===== config.mk =====
export PLATFORM = sky130hd
export DESIGN_NAME = tmr_pair
export DESIGN_NICKNAME = d
export VERILOG_FILES = /design/src/rtl/tmr_pair_pkg.sv /design/src/rtl/tmr_prescale.sv /design/src/rtl/tmr_pin_sync.sv /design/src/rtl/tmr_counter.sv /design/src/rtl/tmr_pair.sv
export SDC_FILE = /design/constraint.sdc
export NUM_CORES = 1
export LEC_CHECK = 0
export BUFFER_PORTS_ARGS = -buffer_cell sky130_fd_sc_hd__clkbuf_2
export CORE_UTILIZATION = 55
export CTS_CLUSTER_DIAMETER = 200
export DETAILED_ROUTE_END_ITERATION = 16
export PLACE_DENSITY = 0.74
export SYNTH_ARGS = -nofsm -noshare
export SYNTH_HDL_FRONTEND = slang
export SYNTH_SLANG_ARGS = --single-unit

===== constraint.sdc =====
create_clock -name clk -period 2.2 [get_ports clk]
set_clock_uncertainty 0.15 [all_clocks]
set_input_delay 0.33 -clock clk [delete_from_list [all_inputs] [get_ports clk]]
set_output_delay 0.33 -clock clk [all_outputs]
set_load 0.005 [all_outputs]

===== src/rtl/tmr_pair_pkg.sv =====
package tmr_pair_pkg;

  localparam int BYTE_W = 8;
  localparam int ADDR_W = 3;

  typedef enum logic [1:0] {
    MODE_13     = 2'd0,
    MODE_16     = 2'd1,
    MODE_RELOAD = 2'd2,
    MODE_SPLIT  = 2'd3
  } tmr_mode_e;

  // per-timer nibble of the mode byte
  typedef struct packed {
    logic      gate;
    logic      ext_sel;
    tmr_mode_e mode;
  } tmr_cfg_t;

  localparam logic [ADDR_W-1:0] ADDR_MODE = 3'd0;
  localparam logic [ADDR_W-1:0] ADDR_CTRL = 3'd1;
  localparam logic [ADDR_W-1:0] ADDR_T0LO = 3'd2;
  localparam logic [ADDR_W-1:0] ADDR_T0HI = 3'd3;
  localparam logic [ADDR_W-1:0] ADDR_T1LO = 3'd4;
  localparam logic [ADDR_W-1:0] ADDR_T1HI = 3'd5;

  localparam int CTRL_RUN0  = 0;
  localparam int CTRL_RUN1  = 1;
  localparam int CTRL_FLAG0 = 2;
  localparam int CTRL_FLAG1 = 3;

endpackage


===== src/rtl/tmr_prescale.sv =====
module tmr_prescale #(
  parameter int TICK_DIV = 12
) (
  input  logic clk,
  input  logic rst_n,
  output logic tick
);
  localparam int CW = (TICK_DIV > 2) ? $clog2(TICK_DIV) : 1;
  localparam logic [CW-1:0] LAST = CW'(TICK_DIV - 1);

  logic [CW-1:0] cnt;

  always_ff @(posedge clk or negedge rst_n) begin
    if (!rst_n)           cnt <= '0;
    else if (cnt == LAST) cnt <= '0;
    else                  cnt <= cnt + 1'b1;
  end

  assign tick = (cnt == LAST);


  tick_gap_chk: assert property (@(posedge clk) disable iff (!rst_n)
    tick |=> !tick);

endmodule


===== src/rtl/tmr_pin_sync.sv =====
module tmr_pin_sync #(
  parameter int STAGES = 2
) (
  input  logic clk,
  input  logic rst_n,
  input  logic pin,
  output logic level
);
  logic [STAGES-1:0] chain;

  generate
    if (STAGES == 1) begin : g_one
      always_ff @(posedge clk or negedge rst_n) begin
        if (!rst_n) chain <= '0;
        else        chain <= pin;
      end
    end else begin : g_many
      always_ff @(posedge clk or negedge rst_n) begin
        if (!rst_n) chain <= '0;
        else        chain <= {chain[STAGES-2:0], pin};
      end
    end
  endgenerate

  assign level = chain[STAGES-1];

endmodule


===== src/rtl/tmr_counter.sv =====
module tmr_counter
  import tmr_pair_pkg::*;
#(
  parameter bit SPLIT_OK = 1'b1
) (
  input  logic              clk,
  input  logic              rst_n,
  input  tmr_mode_e         mode,
  input  logic              inc_lo,
  input  logic              inc_hi,
  input  logic              wr_lo,
  input  logic              wr_hi,
  input  logic [BYTE_W-1:0] wr_data,
  output logic [BYTE_W-1:0] lo,
  output logic [BYTE_W-1:0] hi,
  output logic              ovf_lo,
  output logic              ovf_hi
);
  logic [BYTE_W-1:0] lo_n, hi_n;

  always_comb begin
    lo_n   = lo;
    hi_n   = hi;
    ovf_lo = 1'b0;
    ovf_hi = 1'b0;
    unique case (mode)
      MODE_13: if (inc_lo) begin
        {hi_n, lo_n[4:0]} = {hi, lo[4:0]} + 13'd1;
        ovf_lo            = &{hi, lo[4:0]};
      end
      MODE_16: if (inc_lo) begin
        {hi_n, lo_n} = {hi, lo} + 16'd1;
        ovf_lo       = &{hi, lo};
      end
      MODE_RELOAD: if (inc_lo) begin
        if (&lo) begin
          lo_n   = hi;
          ovf_lo = 1'b1;
        end else begin
          lo_n = lo + 1'b1;
        end
      end
      MODE_SPLIT: if (SPLIT_OK) begin
        if (inc_lo) begin
          lo_n   = lo + 1'b1;
          ovf_lo = &lo;
        end
        if (inc_hi) begin
          hi_n   = hi + 1'b1;
          ovf_hi = &hi;
        end
      end
      default: ;
    endcase
    if (wr_lo) lo_n = wr_data;
    if (wr_hi) hi_n = wr_data;
  end

  always_ff @(posedge clk or negedge rst_n) begin
    if (!rst_n) begin
      lo <= '0;
      hi <= '0;
    end else begin
      lo <= lo_n;
      hi <= hi_n;
    end
  end


  reload_chk: assert property (@(posedge clk) disable iff (!rst_n)
    (mode == MODE_RELOAD && inc_lo && lo == 8'hFF && !wr_lo && !wr_hi)
      |=> (lo == $past(hi)) && $stable(hi));


  wrap16_chk: assert property (@(posedge clk) disable iff (!rst_n)
    (mode == MODE_16 && inc_lo && {hi, lo} == 16'hFFFF && !wr_lo && !wr_hi)
      |=> ({hi, lo} == 16'h0000));


  wr_prio_chk: assert property (@(posedge clk) disable iff (!rst_n)
    wr_lo |=> (lo == $past(wr_data)));

  generate
    if (!SPLIT_OK) begin : g_hold

      t1_hold_chk: assert property (@(posedge clk) disable iff (!rst_n)
        (mode == MODE_SPLIT && !wr_lo && !wr_hi) |=> ($stable(lo) && $stable(hi)));
    end
  endgenerate

endmodule


===== src/rtl/tmr_pair.sv =====
module tmr_pair
  import tmr_pair_pkg::*;
#(
  parameter int TICK_DIV    = 12,
  parameter int SYNC_STAGES = 2
) (
  input  logic              clk,
  input  logic              rst_n,
  input  logic              ev0_pin,
  input  logic              ev1_pin,
  input  logic              gate0_pin,
  input  logic              gate1_pin,
  input  logic              wr_en,
  input  logic [ADDR_W-1:0] wr_addr,
  input  logic [BYTE_W-1:0] wr_data,
  input  logic [ADDR_W-1:0] rd_addr,
  output logic [BYTE_W-1:0] rd_data,
  output logic              flag0,
  output logic              flag1
);
  localparam int NPINS = 4;

  logic [BYTE_W-1:0] mode_r;
  logic              run0, run1;
  logic              tick;
  logic [NPINS-1:0]  pins, lvl;
  logic [1:0]        ev_samp, ev_fall;
  tmr_cfg_t          cfg0, cfg1;
  logic              ctrl_wr, split0;
  logic              inc0, inc1, inc0_hi;
  logic [BYTE_W-1:0] t0_lo, t0_hi, t1_lo, t1_hi;
  logic              ovf0_lo, ovf0_hi, ovf1_lo, ovf1_hi;
  logic              set0, set1;

  tmr_prescale #(.TICK_DIV(TICK_DIV)) u_presc (
    .clk(clk), .rst_n(rst_n), .tick(tick)
  );

  assign pins = {gate1_pin, gate0_pin, ev1_pin, ev0_pin};

  generate
    for (genvar p = 0; p < NPINS; p++) begin : g_sync
      tmr_pin_sync #(.STAGES(SYNC_STAGES)) u_sync (
        .clk(clk), .rst_n(rst_n), .pin(pins[p]), .level(lvl[p])
      );
    end
    for (genvar e = 0; e < 2; e++) begin : g_edge
      always_ff @(posedge clk or negedge rst_n) begin
        if (!rst_n)    ev_samp[e] <= 1'b0;
        else if (tick) ev_samp[e] <= lvl[e];
      end
      assign ev_fall[e] = tick & ev_samp[e] & ~lvl[e];

      ev_sep_chk: assert property (@(posedge clk) disable iff (!rst_n)
        ev_fall[e] |=> !ev_fall[e]);
    end
  endgenerate

  assign cfg0    = tmr_cfg_t'(mode_r[3:0]);
  assign cfg1    = tmr_cfg_t'(mode_r[7:4]);
  assign split0  = (cfg0.mode == MODE_SPLIT);
  assign ctrl_wr = wr_en && (wr_addr == ADDR_CTRL);

  assign inc0    = run0 && (!cfg0.gate || lvl[2]) && (cfg0.ext_sel ? ev_fall[0] : tick);
  assign inc1    = run1 && (!cfg1.gate || lvl[3]) && (cfg1.ext_sel ? ev_fall[1] : tick);
  assign inc0_hi = split0 && run1 && tick;

  tmr_counter #(.SPLIT_OK(1'b1)) u_t0 (
    .clk(clk), .rst_n(rst_n), .mode(cfg0.mode),
    .inc_lo(inc0), .inc_hi(inc0_hi),
    .wr_lo(wr_en && wr_addr == ADDR_T0LO), .wr_hi(wr_en && wr_addr == ADDR_T0HI),
    .wr_data(wr_data), .lo(t0_lo), .hi(t0_hi),
    .ovf_lo(ovf0_lo), .ovf_hi(ovf0_hi)
  );

  tmr_counter #(.SPLIT_OK(1'b0)) u_t1 (
    .clk(clk), .rst_n(rst_n), .mode(cfg1.mode),
    .inc_lo(inc1), .inc_hi(1'b0),
    .wr_lo(wr_en && wr_addr == ADDR_T1LO), .wr_hi(wr_en && wr_addr == ADDR_T1HI),
    .wr_data(wr_data), .lo(t1_lo), .hi(t1_hi),
    .ovf_lo(ovf1_lo), .ovf_hi(ovf1_hi)
  );

  assign set0 = ovf0_lo;
  assign set1 = split0 ? ovf0_hi : (ovf1_lo | ovf1_hi);

  always_ff @(posedge clk or negedge rst_n) begin
    if (!rst_n) begin
      mode_r <= '0;
      run0   <= 1'b0;
      run1   <= 1'b0;
      flag0  <= 1'b0;
      flag1  <= 1'b0;
    end else begin
      if (wr_en && wr_addr == ADDR_MODE) mode_r <= wr_data;
      if (ctrl_wr) begin
        run0 <= wr_data[CTRL_RUN0];
        run1 <= wr_data[CTRL_RUN1];
      end
      flag0 <= set0 | (flag0 & ~(ctrl_wr & ~wr_data[CTRL_FLAG0]));
      flag1 <= set1 | (flag1 & ~(ctrl_wr & ~wr_data[CTRL_FLAG1]));
    end
  end

  always_comb begin
    unique case (rd_addr)
      ADDR_MODE: rd_data = mode_r;
      ADDR_CTRL: rd_data = {4'b0000, flag1, flag0, run1, run0};
      ADDR_T0LO: rd_data = t0_lo;
      ADDR_T0HI: rd_data = t0_hi;
      ADDR_T1LO: rd_data = t1_lo;
      ADDR_T1HI: rd_data = t1_hi;
      default:   rd_data = '0;
    endcase
  end


  flag_hold_chk: assert property (@(posedge clk) disable iff (!rst_n)
    (flag0 && !ctrl_wr) |=> flag0);


  flag0_set_chk: assert property (@(posedge clk) disable iff (!rst_n)
    ovf0_lo |=> flag0);


  split_flag1_chk: assert property (@(posedge clk) disable iff (!rst_n)
    (split0 && !ovf0_hi && !flag1) |=> !flag1);

endmodule


### After elaboration in Yosys (flattened, before gate mapping)

Cells that the tools add are included.

* register bits: 58
* RAM bits: 0
* output and inout bits: 10
* logic and storage cells: 149
* memories kept: 0
* memory bits (read-only): 0
* bits in latches: 0
* input bits: 21

* multiplexer cells: 41
* multiply operators: 0
* magnitude comparators: 0
* shifts and indexed selects: 0
* bitwise gates (word level): 16
* equality and inequality tests: 28
* reductions and logical operators: 38
* add/sub/neg operators: 8
* divide/modulo/power cells: 0

Operator list (number)
* 8-bit 2-to-1 mux: 16
* 8-bit case mux with 6 select lines: 1
* 16-bit by 1-bit adder with 16-bit output (second input constant): 2
* 16-bit AND reduction: 2
* 3-bit by 2-bit inequality test with 1-bit output (second input constant): 10
* 13-bit by 1-bit adder with 13-bit output (second input constant): 2
* 13-bit AND reduction: 2
* 8-bit by 1-bit adder with 8-bit output (second input constant): 3
* 8-bit case mux with 3 select lines: 1
* 8-bit AND reduction: 3
* 5-bit case mux with 4 select lines: 1
* 8-bit case mux with 2 select lines: 1
* 4-bit AND reduction: 4
* 5-bit case mux with 3 select lines: 1
* 1-bit 2-to-1 mux: 13
* 3-bit by 2-bit == test with 1-bit output (second input constant): 4
* 3-bit == test (second input constant): 4
* 1-bit logical AND: 12
* 4-bit nonzero test: 3
* 5-bit 2-to-1 mux: 2
* 3-bit case mux with 3 select lines: 1
* 1-bit bitwise AND: 8
* 2-bit == test (second input constant): 3
* 3-bit by 1-bit == test with 1-bit output (second input constant): 2
* other kinds (16): 30

### Logic depth before layout (Yosys ltp)

Gate-level depths: netlist of run 1.

* depth after elaboration: 9
* depth in mapped cells: 9
* mapped depth without buffers: 8

### By module

A second synthesis of run 1 with hierarchy kept.

* cells, all modules: 486
* area total of the unflattened synthesis: 4317.9 µm²

Modules (own cells, without submodules)
* tmr_counter (u_t0): cells an instance 211, sequential area each 400.4 µm², instances 1, area each 1666.6 µm²
* tmr_counter (u_t1): cells an instance 152, sequential area each 400.4 µm², instances 1, area each 1271.2 µm²
* tmr_pair: cells an instance 101, sequential area each 350.3 µm², instances 1, area each 1006.0 µm²
* tmr_pin_sync: cells an instance 2, sequential area each 50.0 µm², instances 4, area each 50.0 µm²
* tmr_prescale: cells an instance 14, sequential area each 100.1 µm², instances 1, area each 173.9 µm²

### Worst setup path after synthesis of run 1

OpenSTA, ideal clock, no wires.

* kind: register to register
* from: register mode_r[0]
* to: register u_t0.lo[2]
* stages on the path, launching flop included: 9
* required time: 1.972 ns
* slack: 0.026 ns
* clock period less this slack: 2.174 ns
* arrival: 1.946 ns
* library setup time: 0.078 ns
* path buffers: 1
* path through: dfrtp_1 -> inv_1 -> ha_1 -> clkbuf_1 -> nor4b_1 -> a21oi_1 -> nor3_1 -> a211oi_1 -> a21oi_1

* cells in the longest elaborated chain, start to end: 3
* elaborated cells between the ends (all ways): 11
* those cells by class: 7 x eq/ne; 2 x mux; 2 x reduce/logical

Ends and longest elaborated chain
* from (decl): line tmr_pair.sv:23 `logic [BYTE_W-1:0] mode_r;`
* from (signal assigned): line tmr_pair.sv:95 `if (wr_en && wr_addr == ADDR_MODE) mode_r <= wr_data;`
* 2-bit == test (tied with other cells): line tmr_counter.sv:26 `unique case (mode)`
* 3-bit by 2-bit inequality test with 1-bit output (no source line) (tied with other cells)
* 4-bit AND reduction (no source line) or 8-bit 2-to-1 mux (tied branches)
* to (signal assigned): line tmr_counter.sv:64 `lo <= lo_n;`
* to (decl): line tmr_counter.sv:14 `output logic [BYTE_W-1:0] lo,`

Parallel ways exist; a longest one is shown, timed or not.
A chain may end at the register's enable or synchronous reset.

### Worst setup path in the final report of run 1

* from: register u_t0.lo[0]
* to: register u_t0.lo[1]

* cells in the longest elaborated chain, start to end: 5
* elaborated cells between the ends (all ways): 11
* those cells by class: 3 x add/sub; 7 x mux; 1 x reduce/logical

Ends and longest elaborated chain
* 8-bit by 1-bit adder with 8-bit output or 8-bit AND reduction (tied branches): line tmr_counter.sv:40, tmr_counter.sv:45, tmr_counter.sv:36
* 8-bit 2-to-1 mux: line tmr_counter.sv:36 `if (&lo) begin`
* 8-bit 2-to-1 mux: line tmr_counter.sv:35 `MODE_RELOAD: if (inc_lo) begin`
* 5-bit case mux with 4 select lines *: line tmr_counter.sv:26
* 8-bit 2-to-1 mux *: line tmr_counter.sv:55 `if (wr_lo) lo_n = wr_data;`

Mark *: on every way between the ends. The rest lies on a longest branch, timed or not. The select of a mux whose other input is x is not followed.

==> report_table.html, run 1 <==
<table>
<tr><th>Metric</th><th>Value</th></tr>
<tr><th colspan="2">Outcome</th></tr>
<tr><td>Result of the run</td><td>completed</td></tr>
<tr><th colspan="2">Critical path</th></tr>
<tr><td>Cell with the biggest individual delay on the critical path</td><td>a2111o_1</td></tr>
<tr><td>Largest fanout on the critical path</td><td>4</td></tr>
<tr><td>Startpoint class of the critical path</td><td>flip-flop</td></tr>
<tr><td>Reg2Reg Depth</td><td>7</td></tr>
<tr><td>Startpoint of the worst register-to-register path</td><td>u_t0.lo[0]</td></tr>
<tr><td>Peak per-stage delay on the critical path</td><td>0.42 ns</td></tr>
<tr><td>Required time reported for the critical path endpoint</td><td>roughly 2.3 ns</td></tr>
<tr><td>Critical path startpoint</td><td>u_t0.lo[0]</td></tr>
<tr><td>Timing endpoint of the critical path</td><td>u_t0.lo[1]</td></tr>
<tr><td>Type of the setup path with the least slack</td><td>reg2reg</td></tr>
<tr><td>Register-to-register path setup slack</td><td>approximately 0.028 ns</td></tr>
<tr><td>Endpoint of the worst register-to-register path</td><td>u_t0.lo[1]</td></tr>
<tr><td>Series of cell instances along the critical path</td><td>ha_4 &gt; and4_4 &gt; nand2_2 &gt; a2111o_1 &gt; a221o_1 &gt; o21ai_0 &gt; o21ai_1</td></tr>
<tr><td>Data arrival time of the critical path</td><td>around 2.2 ns</td></tr>
<tr><td>Worst Setup End Kind</td><td>flip-flop</td></tr>
<tr><th colspan="2">Layout</th></tr>
<tr><td>Area growth, synth to finish</td><td>22.66%</td></tr>
<tr><td>Ratio of cells with drive above 1 in the final layout</td><td>around 25%</td></tr>
<tr><td>Number of nets in the final layout</td><td>approximately 580</td></tr>
<tr><td>Antenna diode instance count</td><td>0</td></tr>
<tr><th colspan="2">Synthesis</th></tr>
<tr><td>Library cell with the highest instance count after synthesis</td><td>nand2_1</td></tr>
<tr><td>Post-synthesis sequential element count</td><td>58</td></tr>
<tr><td>Fraction of synthesized cell area in xor and xnor cells</td><td>under 10%</td></tr>
<tr><td>Simple-gate area share of the yosys netlist</td><td>21.95%</td></tr>
<tr><td>Syn Nets</td><td>between 500 and 600</td></tr>
<tr><td>Compound-gate portion of the synthesized area</td><td>a little under a quarter</td></tr>
<tr><td>Post-synthesis mux area share</td><td>6.939%</td></tr>
<tr><td>Cell area after synthesis</td><td>0.004075 mm²</td></tr>
<tr><td>Largest family of logic cells by synthesized area</td><td>compound AO/OA/AOI/OAI gates</td></tr>
<tr><td>Number of warnings issued by yosys</td><td>0</td></tr>
<tr><td>Top post-synthesis cells by count</td><td>65 x nand2_1, 58 x dfrtp_1, 44 x nor2_1, 29 x o21ai_0, 25 x a21oi_1</td></tr>
<tr><td>Proportion of register bits with asynchronous set or reset after synthesis</td><td>between 90% and 100%</td></tr>
<tr><td>Portion of synthesized cell area occupied by the leading cell type</td><td>a little over a third</td></tr>
<tr><td>Share of synthesized area occupied by flip-flops and latches</td><td>35.62%</td></tr>
<tr><td>Top post-synthesis cells by area</td><td>dfrtp_1 36%, nand2_1 6.0%, ha_1 4.6%</td></tr>
<tr><td>Predominant post-synthesis flop cell</td><td>dfrtp_1</td></tr>
<tr><td>Count of distinct cell types in the synthesized netlist</td><td>70</td></tr>
<tr><td>Cell type contributing the most total cell area after synthesis</td><td>dfrtp_1</td></tr>
<tr><td>Post-synthesis cell count</td><td>474</td></tr>
<tr><td>Adder and majority gate portion of the synthesized area</td><td>4.605%</td></tr>
<tr><td>Mean post-synth cell area</td><td>about 8.6 µm²</td></tr>
<tr><td>Number of enable flip-flop cells after synthesis</td><td>0</td></tr>
<tr><th colspan="2">CTS</th></tr>
<tr><td>Total clock buffers created by CTS</td><td>9</td></tr>
<tr><td>Root Buffer</td><td>clkbuf_8</td></tr>
<tr><td>Clock tree from TritonCTS</td><td>yes</td></tr>
<tr><td>Source-to-sink clock delay at the later pin of the worst-skew pair</td><td>0.34 ns</td></tr>
<tr><td>Clock buffer depth</td><td>2</td></tr>
<tr><td>Clock tree sinks</td><td>58</td></tr>
<tr><td>H-tree levels</td><td>3</td></tr>
<tr><td>Register clock-pin slew on the reported worst setup and hold paths</td><td>about 0.070 ns</td></tr>
<tr><th colspan="2">Pwr</th></tr>
<tr><td>Static Leak</td><td>2.119 nW</td></tr>
<tr><td>Power per cell area</td><td>a little under 1000 mW/mm²</td></tr>
<tr><td>Worst vdd rail ir drop</td><td>around 650 µV</td></tr>
<tr><th colspan="2">Global route</th></tr>
<tr><td>Maximum number of pins on one net before global-route repair</td><td>59</td></tr>
<tr><td>Via count of the first global-routing pass</td><td>approximately 3700</td></tr>
<tr><td>Overall overflow remaining after global route</td><td>0</td></tr>
<tr><td>Number of antenna violations at the first check in global routing</td><td>0</td></tr>
<tr><td>Global routing usage on met3</td><td>a little over 5%</td></tr>
<tr><td>Total routing resource utilization after global routing</td><td>around a third</td></tr>
<tr><td>Met1 track utilization from global routing</td><td>~46%</td></tr>
<tr><td>Busiest grt layer</td><td>met2</td></tr>
<tr><td>Global-route wire length before repair</td><td>~19000 µm</td></tr>
<tr><td>Met2 global-route usage</td><td>around 50%</td></tr>
<tr><th colspan="2">Timing</th></tr>
<tr><td>Min Clock Period, post-route</td><td>around 2.2 ns</td></tr>
<tr><td>Total setup violations reported at the end of the flow</td><td>0</td></tr>
<tr><td>Setup total negative slack</td><td>0 ns</td></tr>
<tr><td>Relative slew margins</td><td>roughly 62%</td></tr>
<tr><td>Number of slew-limit violations in the final report</td><td>0</td></tr>
<tr><td>Setup repair after global routing missed its margin</td><td>yes</td></tr>
<tr><td>Number of hold violations in the final report</td><td>0</td></tr>
<tr><td>Final period utilization</td><td>between 90% and 100%</td></tr>
<tr><td>Slew @ Worst Pin</td><td>0.5587 ns</td></tr>
<tr><td>Maximum frequency from static timing analysis</td><td>460.5 MHz</td></tr>
<tr><td>Hold_ws</td><td>0.1352 ns</td></tr>
<tr><th colspan="2">Floorplan</th></tr>
<tr><td>Effective utilization at floorplan</td><td>approximately 56%</td></tr>
<tr><td>IO Count</td><td>31</td></tr>
<tr><td>Chip Width</td><td>roughly 88 µm</td></tr>
<tr><td>Height of the chip</td><td>just under 90 µm</td></tr>
<tr><td>Placeable Area</td><td>0.007214 mm²</td></tr>
<tr><td>Row count</td><td>31</td></tr>
<tr><td>Overall die area</td><td>0.007757 mm²</td></tr>
<tr><th colspan="2">Detailed routing</th></tr>
<tr><td>Number of optimization iterations in the first detailed-route pass</td><td>5</td></tr>
<tr><td>Remaining antenna violation count after routing</td><td>0</td></tr>
<tr><td>Number of design-rule violations left by the first detailed-router iteration</td><td>about 430</td></tr>
<tr><td>Count of unresolved DRC violations after routing</td><td>0</td></tr>
<tr><td>Final WL</td><td>12200 µm</td></tr>
<tr><td>Number of vias after detailed routing</td><td>4095</td></tr>
<tr><td>Detail-routed via count per cell</td><td>6.349</td></tr>
<tr><td>Final routed wire length divided by cell count</td><td>roughly 19 µm</td></tr>
<tr><th colspan="2">Placed design</th></tr>
<tr><td>Port-buffer cells</td><td>30</td></tr>
<tr><td>HPWL after detailed placement</td><td>approximately 9000 µm</td></tr>
<tr><td>Final weighted congestion of routability-driven global placement</td><td>~0.93</td></tr>
<tr><th colspan="2">Flow run</th></tr>
<tr><td>Max_cap viols</td><td>0</td></tr>
<tr><th colspan="2">Min path</th></tr>
<tr><td>Path category of the worst min-delay check</td><td>in2reg</td></tr>
</table>
cells by family after synthesis:
family	Yosys count
and+or+nand+nor	184
AOI/OAI and AO/OA	137
DFF	58
buffers and inverters	41
muxes	25
adders and majority gates	15
xor gates and xnor gates	14
metrics by stage:
step | power, mW | worst slack, ns | utilization [%] | area, µm² | instances
global route | 5.114 | -0.06246 | 69.29 | 4999 | 645
finish | 4.833 | 0.02822 | 69.29 | 4999 | 645
detailed placement | 3.503 | -0.1389 | 63.32 | 4568 | 617
floorplan | 2.818 | 0.02639 | - | 4075 | 474
CTS | 4.660 | 0.008051 | 67.34 | 4858 | 637
global placement | 3.443 | -0.06279 | 63.32 | 4568 | 617
how the worst min path moves through the flow:
stage	from	to	slack, ns	cells after the start
2_1_floorplan	rst_n	ev_samp[0]	-0.12	0
3_3_place_gp	g_sync[0].u_sync.chain[0]	g_sync[0].u_sync.chain[1]	0.19	0
3_5_place_dp	g_sync[1].u_sync.chain[0]	g_sync[1].u_sync.chain[1]	0.19	0
4_1_cts	wr_data[2]	mode_r[2]	0.12	2
5_1_grt	wr_data[2]	mode_r[2]	0.13	2
6_report	wr_data[2]	mode_r[2]	0.14	2
sequential cells by signal, summed over array words and instances (netlist names):
register	flops
u_t1.hi	8
flag1	1
ev_samp	2
u_t0.hi	8
run0	1
g_sync.u_sync.chain	8
flag0	1
u_presc.cnt	4
run1	1
mode_r	8
u_t1.lo	8
u_t0.lo	8
worst max-delay path, delay by kind of cell (launching register included):
family                     cells  cell delay [ns]
and+or+nand+nor                2             0.30
DFF                            1             0.41
AOI/OAI and AO/OA              4             1.01
adders and majority gates      1             0.17
repair_timing:
action                                  4_1_cts  5_1_grt
hold endpoints to repair                     62        0
endpoints found under the setup margin        6       29
pin swaps                                     0       10
buffers inserted                              0        8
resized for setup                             3       20
hold buffers                                  5        0
cell type report:
type	instances	area (µm²)
Clock buffer	11	151.4
Timing Repair Buffer	83	580.6
Tap cell	99	123.9
Sequential cell	58	1453
Clock inverter	4	75.07
Inverter	15	56.30
Fill cell	581	2216
Multi-Input combinational cell	375	2559
routing by layer:
metal / share of wire [%] / routed length, µm
met4: 2.2 / 274
met1: 44 / 5343
met2: 47 / 5682
met5: 0 / 0
met3: 7.3 / 896
power breakdown:
group / switching [mW] / internal, mW / total [mW] / leakage (nW)
logic: 1.06 / 0.916 / 1.97 / 1.33
clock network: 0.452 / 0.693 / 1.15 / 0.108
registers: 0.391 / 1.32 / 1.71 / 0.684
placed cells by master (no fill, tap or decap), types with 3 or more instances in the layout:
master,Yosys,layout
inv_1,15,14
a22oi_1,14,13
buf_4,1,45
dlygate4sd3_1,0,5
dfrtp_1,58,57
o211ai_1,4,4
nor3_1,8,8
nor2b_1,6,6
nand2_1,65,65
o31ai_1,3,3
mux2i_1,8,8
clkbuf_2,0,29
o221ai_1,5,5
and3_1,8,8
ha_1,15,11
nand3_1,17,17
nor4_1,5,5
a211oi_1,6,6
xnor2_1,8,8
or3_1,3,3
xor2_1,6,6
nor3b_1,3,3
a211o_1,4,4
clkbuf_8,0,11
a21oi_1,25,23
o22ai_1,8,7
nand4_1,5,5
mux2_2,16,16
a31oi_1,7,6
nor2_1,44,43
o21ai_0,29,28
No activity file was read; power rests on OpenSTA's default activity.
==> run 2: changes to the inputs <==
- CORE_UTILIZATION: 55 -> 61
- PLACE_DENSITY: 0.74 -> 0.78
- clock period: 2.2 -> 2.1 ns (I/O delays scaled with it)
==> run 2 against run 1 <==
  * The run now ends with negative setup slack left
  * Setup slack got worse by 0.072 ns
  * Power rose by 7.6%
  * Design area increased by 2.6%
  * First-iteration DRC count decreased by 15%
  * Sequential power rose by 4%
  * Critical path type unchanged
  * Largest cell class unchanged
==> report_table.html, run 2 (same netlist as run 1, synthesis figures left out) <==
<table>
<tr><th>Metric</th><th>Value</th></tr>
<tr><th colspan="2">Critical path</th></tr>
<tr><td>Required time reported for the critical path endpoint</td><td>roughly 2.2 ns</td></tr>
<tr><td>Critical path buffer and inverter count</td><td>1</td></tr>
<tr><td>Type of the setup path with the least slack</td><td>reg2reg</td></tr>
<tr><td>Cell family with most CP delay</td><td>compound AO/OA/AOI/OAI gates</td></tr>
<tr><td>Number of stages on the worst setup path</td><td>8</td></tr>
<tr><td>Cell with the biggest individual delay on the critical path</td><td>dfrtp_1</td></tr>
<tr><td>Endpoint of the worst register-to-register path</td><td>u_t0.hi[4]</td></tr>
<tr><td>Startpoint class of the critical path</td><td>flip-flop</td></tr>
<tr><td>Peak per-stage delay on the critical path</td><td>around 0.40 ns</td></tr>
<tr><td>Timing endpoint of the critical path</td><td>u_t0.hi[4]</td></tr>
<tr><td>Reg2Reg Depth</td><td>8</td></tr>
<tr><td>Series of cell instances along the critical path</td><td>ha_4 &gt; nand4_1 &gt; nor2_2 &gt; buf_4 &gt; nand2_1 &gt; a31oi_2 &gt; a21oi_1 &gt; a211oi_2</td></tr>
<tr><td>Data arrival time of the critical path</td><td>about 2.3 ns</td></tr>
<tr><td>Register-to-register path setup slack</td><td>-0.04 ns</td></tr>
<tr><td>Worst Setup End Kind</td><td>flip-flop</td></tr>
<tr><td>Startpoint of the worst register-to-register path</td><td>u_t0.lo[0]</td></tr>
<tr><td>Largest fanout on the critical path</td><td>4</td></tr>
<tr><td>Critical path startpoint</td><td>u_t0.lo[0]</td></tr>
<tr><th colspan="2">Global route</th></tr>
<tr><td>Number of antenna violations at the first check in global routing</td><td>0</td></tr>
<tr><td>Via count of the first global-routing pass</td><td>3911</td></tr>
<tr><td>Overall overflow remaining after global route</td><td>0</td></tr>
<tr><td>Total routing resource utilization after global routing</td><td>35.04%</td></tr>
<tr><td>Maximum number of pins on one net before global-route repair</td><td>31</td></tr>
<tr><td>Global-route wire length before repair</td><td>around 19000 µm</td></tr>
<tr><th colspan="2">Placed design</th></tr>
<tr><td>HPWL after detailed placement</td><td>8704 µm</td></tr>
<tr><td>Final weighted congestion of routability-driven global placement</td><td>just under 1</td></tr>
<tr><td>DP Cell Count</td><td>604</td></tr>
<tr><td>Worst setup slack after placement</td><td>-0.03996 ns</td></tr>
<tr><td>Port-buffer cells</td><td>30</td></tr>
<tr><th colspan="2">Min path</th></tr>
<tr><td>Path category of the worst min-delay check</td><td>in2reg</td></tr>
<tr><td>Hold-critical path depth</td><td>3</td></tr>
<tr><th colspan="2">Layout</th></tr>
<tr><td>Fin cells</td><td>roughly 630</td></tr>
<tr><td>Antenna diode instance count</td><td>0</td></tr>
<tr><td>Number of nets in the final layout</td><td>588</td></tr>
<tr><td>Most common cell after layout, fill and taps aside</td><td>nand2_1</td></tr>
<tr><td>Highest-count cells in the layout ignoring fill and taps</td><td>65 x nand2_1, 57 x dfrtp_1, 53 x buf_4</td></tr>
<tr><td>Number of fill cells</td><td>between 400 and 500</td></tr>
<tr><td>Ratio of cells with drive above 1 in the final layout</td><td>~30%</td></tr>
<tr><td>Area of the multi-input gates</td><td>around 0.0026 mm²</td></tr>
<tr><td>Sequential cell area</td><td>0.001453 mm²</td></tr>
<tr><td>Final standard cell utilization of the core</td><td>80.31%</td></tr>
<tr><td>Area growth, synth to finish</td><td>25.85%</td></tr>
<tr><th colspan="2">Timing</th></tr>
<tr><td>Setup repair after global routing missed its margin</td><td>yes</td></tr>
<tr><td>PnR worst setup slack</td><td>-0.04351 ns</td></tr>
<tr><td>Min Clock Period, post-route</td><td>2.144 ns</td></tr>
<tr><td>Maximum frequency from static timing analysis</td><td>between 400 and 500 MHz</td></tr>
<tr><td>Total setup violations reported at the end of the flow</td><td>2</td></tr>
<tr><td>Final period utilization</td><td>102.1%</td></tr>
<tr><td>Slew @ Worst Pin</td><td>approximately 0.53 ns</td></tr>
<tr><td>Number of slew-limit violations in the final report</td><td>0</td></tr>
<tr><td>Relative slew margins</td><td>63.81%</td></tr>
<tr><td>Number of hold violations in the final report</td><td>0</td></tr>
<tr><th colspan="2">Outcome</th></tr>
<tr><td>Result of the run</td><td>complete, but fails checks</td></tr>
<tr><td>Failing checks</td><td>negative setup slack</td></tr>
<tr><th colspan="2">Pwr</th></tr>
<tr><td>Static Leak</td><td>2.183 nW</td></tr>
<tr><td>Power per cell area</td><td>between 1000 and 1500 mW/mm²</td></tr>
<tr><td>Worst vdd rail ir drop</td><td>between 900 and 1000 µV</td></tr>
<tr><th colspan="2">Flow run</th></tr>
<tr><td>Max_cap viols</td><td>0</td></tr>
<tr><th colspan="2">Detailed routing</th></tr>
<tr><td>Number of design-rule violations left by the first detailed-router iteration</td><td>between 300 and 400</td></tr>
<tr><td>Number of vias after detailed routing</td><td>about 4300</td></tr>
<tr><td>Final WL</td><td>between 10000 and 15000 µm</td></tr>
<tr><td>Detail-routed via count per cell</td><td>roughly 6.7</td></tr>
<tr><td>Number of optimization iterations in the first detailed-route pass</td><td>5</td></tr>
<tr><td>Final routed wire length divided by cell count</td><td>slightly below 20 µm</td></tr>
<tr><td>Count of unresolved DRC violations after routing</td><td>0</td></tr>
<tr><td>Remaining antenna violation count after routing</td><td>0</td></tr>
<tr><th colspan="2">CTS</th></tr>
<tr><td>Clock tree from TritonCTS</td><td>yes</td></tr>
<tr><td>Clock buffer depth</td><td>2</td></tr>
<tr><td>Source-to-sink clock delay at the later pin of the worst-skew pair</td><td>approximately 0.35 ns</td></tr>
<tr><td>Register clock-pin slew on the reported worst setup and hold paths</td><td>~0.080 ns</td></tr>
<tr><td>Root Buffer</td><td>clkbuf_8</td></tr>
<tr><td>Clock tree sinks</td><td>between 50 and 60</td></tr>
<tr><td>H-tree levels</td><td>3</td></tr>
<tr><td>Total clock buffers created by CTS</td><td>9</td></tr>
<tr><th colspan="2">Floorplan</th></tr>
<tr><td>Height of the chip</td><td>between 80 and 90 µm</td></tr>
<tr><td>Chip Width</td><td>between 80 and 90 µm</td></tr>
<tr><td>IO Count</td><td>31</td></tr>
<tr><td>Effective utilization at floorplan</td><td>between 60% and 70%</td></tr>
<tr><td>Placeable Area</td><td>around 0.0064 mm²</td></tr>
<tr><td>Row count</td><td>29</td></tr>
<tr><td>Overall die area</td><td>approximately 0.007 mm²</td></tr>
</table>
==> run 2: tightest hold or removal path, cell delays in order <==
cell	delay, ns
clkbuf_2	0.11
nor2_1	0.10
a21oi_1	0.04
==> run 2: timing repair <==
action                                  in CTS  in global routing
endpoints found under the setup margin      13                 31
resized for setup                            8                 38
pin swaps                                    2                 10
buffers inserted                             2                  7
hold endpoints to repair                    62                  0
hold buffers                                 5                  0
==> run 2: area by class of cell <==
class,instances,area share (%)
multi-input combinational,375,51.38
sequential,58,28.32
timing repair buffer,93,12.93
clock buffer,9,2.415
clock inverter,7,1.976
tap,77,1.879
inverter,15,1.098
==> run 2: routing by layer <==
metal	global-route usage, %	part of all wire (%)
met1	47.93	41
met2	55.21	46
met3	8.408	9.4
met4	10.94	3.2
met5	0	0
==> run 2: worst min path at each step <==
stage / to / start
2_1_floorplan: ev_samp[0] / rst_n
3_3_place_gp: g_sync[3].u_sync.chain[1] / g_sync[3].u_sync.chain[0]
3_5_place_dp: g_sync[0].u_sync.chain[1] / g_sync[0].u_sync.chain[0]
4_1_cts: u_t1.hi[2] / wr_data[2]
5_1_grt: u_t1.hi[2] / wr_data[2]
6_report: u_t1.hi[2] / wr_data[2]
==> run 2: where the power goes <==
part           switching, mW  internal (mW)  total, mW
Clock                  0.532          0.676       1.21
Sequential             0.386           1.38       1.77
Combinational           1.20           1.02       2.22
==> run 2: through the flow <==
stage                     setup TNS (ns)  cell area, µm²  hold WS [ns]  power, mW
after global routing             -0.4949            5129        0.1322      5.462
after detailed placement         -0.1553            4617        0.1864      3.689
after floorplan                        0            4089       -0.1306      2.966
after global placement                 0            4617        0.1837      3.639
after CTS                      -0.004465            4936        0.1058      4.933
final                           -0.07495            5129        0.1142      5.199
